--- config.mk ---
export PLATFORM = sky130hd
export DESIGN_NAME = irq_req_ctrl
export DESIGN_NICKNAME = d
export VERILOG_FILES = /design/src/rtl/irq_req_pkg.sv /design/src/rtl/irq_prio_enc.sv /design/src/rtl/irq_ctrl.sv /design/src/rtl/irq_datapath.sv /design/src/rtl/irq_req_ctrl.sv
export SDC_FILE = /design/constraint.sdc
export NUM_CORES = 1
export LEC_CHECK = 0
export ABC_AREA = 1
export BUFFER_PORTS_ARGS = -buffer_cell sky130_fd_sc_hd__buf_2
export CAP_MARGIN = 30
export CORE_AREA = 8 8 61 115
export DETAILED_ROUTE_END_ITERATION = 10
export DIE_AREA = 0 0 69 123
export PLACE_DENSITY = 0.65
export RECOVER_POWER = 100
export SYNTH_ARGS = -nofsm -noshare
export SYNTH_HDL_FRONTEND = slang
export SYNTH_HIERARCHICAL = 1
export SYNTH_SLANG_ARGS = --single-unit
--- constraint.sdc ---
create_clock -name clk -period 2 [get_ports clk]
set_input_delay 0.2 -clock clk [delete_from_list [all_inputs] [get_ports clk]]
set_output_delay 0.2 -clock clk [all_outputs]
set_load 0.03 [all_outputs]
--- src/rtl/irq_req_pkg.sv ---
package irq_req_pkg;

  localparam int unsigned ADDR_W = 3;

  localparam logic [ADDR_W-1:0] A_PEND = 3'd0;
  localparam logic [ADDR_W-1:0] A_ENAB = 3'd1;
  localparam logic [ADDR_W-1:0] A_POL  = 3'd2;
  localparam logic [ADDR_W-1:0] A_LSEL = 3'd3;
  localparam logic [ADDR_W-1:0] A_MASK = 3'd4;

  typedef struct packed {
    logic accept;
    logic ldPend;
    logic ldEnab;
    logic ldPol;
    logic ldLsel;
    logic ldMask;
  } irqStrobe_t;

endpackage

--- src/rtl/irq_prio_enc.sv ---
module irq_prio_enc #(
  parameter int unsigned NUM_SLOT = 8,
  localparam int unsigned IDX_W = (NUM_SLOT > 1) ? $clog2(NUM_SLOT) : 1
) (
  input  logic [NUM_SLOT-1:0] reqIn,
  output logic                anyReq,
  output logic [IDX_W-1:0]    winIdx
);

  always_comb begin
    anyReq = |reqIn;
    winIdx = '0;
    for (int i = NUM_SLOT - 1; i >= 0; i--) begin
      if (reqIn[i]) winIdx = IDX_W'(i);
    end
  end

endmodule

--- src/rtl/irq_ctrl.sv ---
module irq_ctrl
  import irq_req_pkg::*;
#(
  parameter int unsigned NUM_SLOT = 8,
  localparam int unsigned IDX_W = (NUM_SLOT > 1) ? $clog2(NUM_SLOT) : 1
) (
  input  logic                clk,
  input  logic                rst,
  input  logic                sampleStrobe,
  input  logic                wrEn,
  input  logic [ADDR_W-1:0]   rwAddr,
  input  logic [NUM_SLOT-1:0] pendVec,
  input  logic [NUM_SLOT-1:0] enabVec,
  input  logic                maskFlag,
  output irqStrobe_t          strobes,
  output logic [IDX_W-1:0]    winIdx,
  output logic                accValid,
  output logic [IDX_W-1:0]    accVec
);

  logic [NUM_SLOT-1:0] eligible;
  logic                anyElig;

  assign eligible = pendVec & enabVec & {NUM_SLOT{~maskFlag}};

  irq_prio_enc #(.NUM_SLOT(NUM_SLOT)) u_prio (
    .reqIn  (eligible),
    .anyReq (anyElig),
    .winIdx (winIdx)
  );

  always_comb begin
    strobes.accept = sampleStrobe & anyElig;
    strobes.ldPend = wrEn & (rwAddr == A_PEND);
    strobes.ldEnab = wrEn & (rwAddr == A_ENAB);
    strobes.ldPol  = wrEn & (rwAddr == A_POL);
    strobes.ldLsel = wrEn & (rwAddr == A_LSEL);
    strobes.ldMask = wrEn & (rwAddr == A_MASK);
  end

  always_ff @(posedge clk) begin
    if (rst) begin
      accValid <= 1'b0;
      accVec   <= '0;
    end else begin
      accValid <= strobes.accept;
      if (strobes.accept) accVec <= winIdx;
    end
  end

endmodule

--- src/rtl/irq_datapath.sv ---
module irq_datapath
  import irq_req_pkg::*;
#(
  parameter int unsigned NUM_SLOT = 8,
  localparam int unsigned IDX_W = (NUM_SLOT > 1) ? $clog2(NUM_SLOT) : 1
) (
  input  logic                clk,
  input  logic                rst,
  input  logic [NUM_SLOT-1:0] srcA,
  input  logic [NUM_SLOT-1:0] srcB,
  input  irqStrobe_t          strobes,
  input  logic [IDX_W-1:0]    winIdx,
  input  logic [ADDR_W-1:0]   rwAddr,
  input  logic [NUM_SLOT-1:0] wrData,
  output logic [NUM_SLOT-1:0] pendVec,
  output logic [NUM_SLOT-1:0] enabVec,
  output logic                maskFlag,
  output logic [NUM_SLOT-1:0] rdData
);

  logic [NUM_SLOT-1:0] polVec;
  logic [NUM_SLOT-1:0] lselVec;
  logic [NUM_SLOT-1:0] effLvl;
  logic [NUM_SLOT-1:0] effPrev;
  logic [NUM_SLOT-1:0] hwSet;
  logic [NUM_SLOT-1:0] accClr;
  logic [NUM_SLOT-1:0] swClr;

  for (genvar g = 0; g < NUM_SLOT; g++) begin : g_slot
    logic selLvl;
    assign selLvl    = lselVec[g] ? srcB[g] : srcA[g];
    assign effLvl[g] = selLvl ^ polVec[g];
    assign hwSet[g]  = effLvl[g] & ~effPrev[g];
    assign accClr[g] = strobes.accept & (winIdx == IDX_W'(g));
    assign swClr[g]  = strobes.ldPend & ~wrData[g];

    always_ff @(posedge clk) begin
      if (rst) begin
        pendVec[g] <= 1'b0;
        effPrev[g] <= 1'b0;
      end else begin
        pendVec[g] <= (pendVec[g] & ~accClr[g] & ~swClr[g]) | hwSet[g];
        effPrev[g] <= effLvl[g];
      end
    end
  end

  always_ff @(posedge clk) begin
    if (rst) begin
      enabVec  <= '0;
      polVec   <= '0;
      lselVec  <= '0;
      maskFlag <= 1'b1;
    end else begin
      if (strobes.ldEnab) enabVec <= wrData;
      if (strobes.ldPol)  polVec  <= wrData;
      if (strobes.ldLsel) lselVec <= wrData;
      if (strobes.accept)      maskFlag <= 1'b1;
      else if (strobes.ldMask) maskFlag <= wrData[0];
    end
  end

  always_comb begin
    case (rwAddr)
      A_PEND:  rdData = pendVec;
      A_ENAB:  rdData = enabVec;
      A_POL:   rdData = polVec;
      A_LSEL:  rdData = lselVec;
      A_MASK:  rdData = {{(NUM_SLOT-1){1'b0}}, maskFlag};
      default: rdData = '0;
    endcase
  end

endmodule

--- src/rtl/irq_req_ctrl.sv ---
module irq_req_ctrl
  import irq_req_pkg::*;
#(
  parameter int unsigned NUM_SLOT = 8,
  localparam int unsigned IDX_W = (NUM_SLOT > 1) ? $clog2(NUM_SLOT) : 1
) (
  input  logic                clk,
  input  logic                rst,
  input  logic [NUM_SLOT-1:0] srcA,
  input  logic [NUM_SLOT-1:0] srcB,
  input  logic                sampleStrobe,
  input  logic                wrEn,
  input  logic [ADDR_W-1:0]   rwAddr,
  input  logic [NUM_SLOT-1:0] wrData,
  output logic [NUM_SLOT-1:0] rdData,
  output logic                accValid,
  output logic [IDX_W-1:0]    accVec
);

  irqStrobe_t          strobes;
  logic [IDX_W-1:0]    winIdx;
  logic [NUM_SLOT-1:0] pendVec;
  logic [NUM_SLOT-1:0] enabVec;
  logic                maskFlag;

  irq_ctrl #(.NUM_SLOT(NUM_SLOT)) u_ctrl (
    .clk          (clk),
    .rst          (rst),
    .sampleStrobe (sampleStrobe),
    .wrEn         (wrEn),
    .rwAddr       (rwAddr),
    .pendVec      (pendVec),
    .enabVec      (enabVec),
    .maskFlag     (maskFlag),
    .strobes      (strobes),
    .winIdx       (winIdx),
    .accValid     (accValid),
    .accVec       (accVec)
  );

  irq_datapath #(.NUM_SLOT(NUM_SLOT)) u_dp (
    .clk      (clk),
    .rst      (rst),
    .srcA     (srcA),
    .srcB     (srcB),
    .strobes  (strobes),
    .winIdx   (winIdx),
    .rwAddr   (rwAddr),
    .wrData   (wrData),
    .pendVec  (pendVec),
    .enabVec  (enabVec),
    .maskFlag (maskFlag),
    .rdData   (rdData)
  );

endmodule

==> metrics.cfg <==
[timing]
finalCritPeriodShare = 0.906
setup-violations-final = 0
rsz0062_at_grt = no
slew_violations = 0
relSlewSlack = 0.420
finalHoldViolCount = 0
tns_ns = 0
fmax_ghz = 0.552
fin_crit_ns = 1.81
fin_skew_ns = 0.00267
worst_slew_pin_slew_ns = 0.869

[synthesis]
synth_cells = 366
syn_area_um2 = 2410
postSynthAreaPerCell_um2 = 6.59
synthesis.nets = 397
ys_seq_area_frac = 0.373
ys_seq_elements = 45
synth_cell_types = 23
synthesis.yosys.warnings = 6

[critical_path]
r2r_slack_ns = 0.24
critical_path_depth = 6
cp.arrival_ns = 2.02
critPathMostFrequentCell = clkbuf_1
ff2ff_path_depth = 12
critical_path_class = in -> reg
crit_start = rwAddr[1]
worstPathCellList = clkbuf_1, inv_1, nor3_1, clkbuf_1, o21ai_1, a21oi_1
crit_path_end = u_dp/lselVec[4]$_SDFFE_PP0P_
cp.required_ns = 2.21
endpoint_kind = flip-flop
rr_endpoint = u_dp/pendVec[3]$_SDFF_PP0_
critPathMaxFanout = 13
cp.buffers_inverters = 3
r2r_start = u_dp/enabVec[7]$_SDFFE_PP0P_
cp-start-kind = primary input
critPathMaxStageDelay_ns = 0.63
cp_top_family = buffers and inverters
slowest_stage = clkbuf_1

[clock_tree]
cts_buffer_depth = 2
cts_setup_buffers = 0
clk_pin_slew_ns = 0.06
ctsHoldBuffers = 0
root_buffer = clkbuf_16
clock_latency_ns = 0.28
cts_max_level = 2
cts_tree = done
cts_buffers = 5
cts.repair.resized = 0
cts.sinks = 45

[power_and_ir_drop]
ir_worst_vdd_v = 0.000506
p_per_area_nw_per_um2 = 739
p_leak_nw = 1.29

[place]
port_buffers = 42
gp_congestion = 0.950
placed_area_um2 = 2640
dp_cells = 463
dp_hpwl_um = 5260

[die]
io_pins = 43
start_util = 0.434
die_h_um = 123
dieWidth_um = 69
coreArea_um2 = 5560
row_count = 39
dieArea_um2 = 8490

[global_route]
gr-total-overflow = 0
grt_pass1_wl_um = 11800
grt_antenna_before_repair = 0
grt_max_degree = 42
grtUsageTotal = 0.167
grt_pass1_vias = 2589

[routing]
vias_per_cell = 5.40
drt_iter0_drc = 132
wl_met1_um = 2730
vias = 2537
antenna_left = 0
wl_met3_um = 375
wl_met2_um = 3840
wirelength_um = 7070
drc = 0
detail_route.first_pass.iterations = 5
detail_route.wl_per_cell_um = 15.0
topRoutingLayerUsed = met4

[worst_hold_path]
worst_hold_path_type = in -> reg
hold_depth = 3

[status]
outcome = completed

[finish]
drive_gt1_frac = 0.137
n_antenna_cell = 0
syn_to_final_growth_pct = 14.2
final_cell_mix = 102 x nand2_1, 54 x inv_1, 45 x dfxtp_1
final_common_cell = nand2_1
nets = 440
layoutNonFillerInstCount = 470
fin_util = 0.495
finalInstanceArea_um2 = 2760

[run]
maxCapViolations = 0

[worst reg2reg max path: cells and delay by family, from the launching register on]
| kind | cells | cell delay (ns) |
|---|---|---|
| buf+inv | 2 | 0.15 |
| flops | 1 | 0.36 |
| simple gates | 10 | 1.16 |
[through the flow]
step	hold slack [ns]	total power [mW]	setup slack, ns
6_report	0.205	2.04	0.188
5_1_grt	0.236	2.12	0.00467
3_3_place_gp	0.474	1.24	0.325
2_1_floorplan	0.272	1.17	0.425
3_5_place_dp	0.483	1.25	0.275
4_1_cts	0.204	2.06	0.264
[state kept, by name, summed over array words and instances, names as in the netlist]
signal and count:
u_dp/maskFlag 1, u_dp/polVec 8, u_ctrl/accVec 3, u_dp/pendVec 8
u_dp/effPrev 8, u_dp/lselVec 8, u_dp/enabVec 8, u_ctrl/accValid 1
[area by class of cell]
cell class / instances / area, um2
multi-input cells: 249 / 1170
flip-flops and latches: 45 / 901
well taps: 61 / 76.3
inverters: 58 / 223
clock buffers: 7 / 143
fillers: 595 / 2810
repair buffers: 50 / 246
[power breakdown]
part	switching, mW	internal (mW)	total (mW)
sequential	0.0352	0.948	0.983
clock	0.320	0.491	0.811
combinational	0.161	0.0817	0.243
total	0.516	1.52	2.04
[logic make-up (layout without fill, tap and decap cells)]
family                 Yosys count  count (layout)  share of synthesized area
buffers and inverters           72             115                      0.143
and+or+nand+nor                196             196                      0.372
DFF                             45              45                      0.373
AOI/OAI and AO/OA               53              53                      0.112
[worst min-delay path by stage]
| stage | startpoint | endpoint | slack [ns] |
|---|---|---|---|
| final | wrData[1] | u_dp/polVec[1]$_SDFFE_PP0P_ | 0.21 |
| after global routing | wrData[1] | u_dp/polVec[1]$_SDFFE_PP0P_ | 0.24 |
| after CTS | wrData[1] | u_dp/polVec[1]$_SDFFE_PP0P_ | 0.20 |
| after detailed placement | u_dp/pendVec[2]$_SDFF_PP0_ | u_dp/pendVec[2]$_SDFF_PP0_ | 0.48 |
| after global placement | u_dp/pendVec[0]$_SDFF_PP0_ | u_dp/pendVec[0]$_SDFF_PP0_ | 0.47 |
| after floorplan | rst | u_ctrl/accValid$_SDFF_PP0_ | 0.27 |
[Yosys cell counts]
cell type | instances | share of area
nor2_1 | 33 | 0.051
nand4_1 | 39 | 0.10
nand3_2 | 1 | 0.0041
inv_4 | 2 | 0.0052
nand3_1 | 13 | 0.027
inv_1 | 54 | 0.084
buf_6 | 7 | 0.033
nand2_1 | 102 | 0.16
nand3_4 | 1 | 0.0073
a21oi_1 | 26 | 0.054
buf_1 | 1 | 0.0016
o211ai_1 | 1 | 0.0031
nor3_2 | 1 | 0.0041
o21ai_1 | 25 | 0.052
or2_1 | 1 | 0.0026
nor3_4 | 1 | 0.0067
buf_4 | 4 | 0.012
inv_2 | 2 | 0.0031
dfxtp_1 | 45 | 0.37
buf_2 | 2 | 0.0041
a31oi_1 | 1 | 0.0026
nor3_1 | 3 | 0.0062
nand2_2 | 1 | 0.0026
[per-layer routing]
| metal | GRT usage | vias to the layer above |
|---|---|---|
| li1 | - | 1274 |
| met1 | 0.175 | 1174 |
| met2 | 0.319 | 78 |
| met3 | 0.0217 | 11 |
| met4 | 0.0813 | 0 |
| met5 | 0 | - |
(Power assumes the default switching activity.)
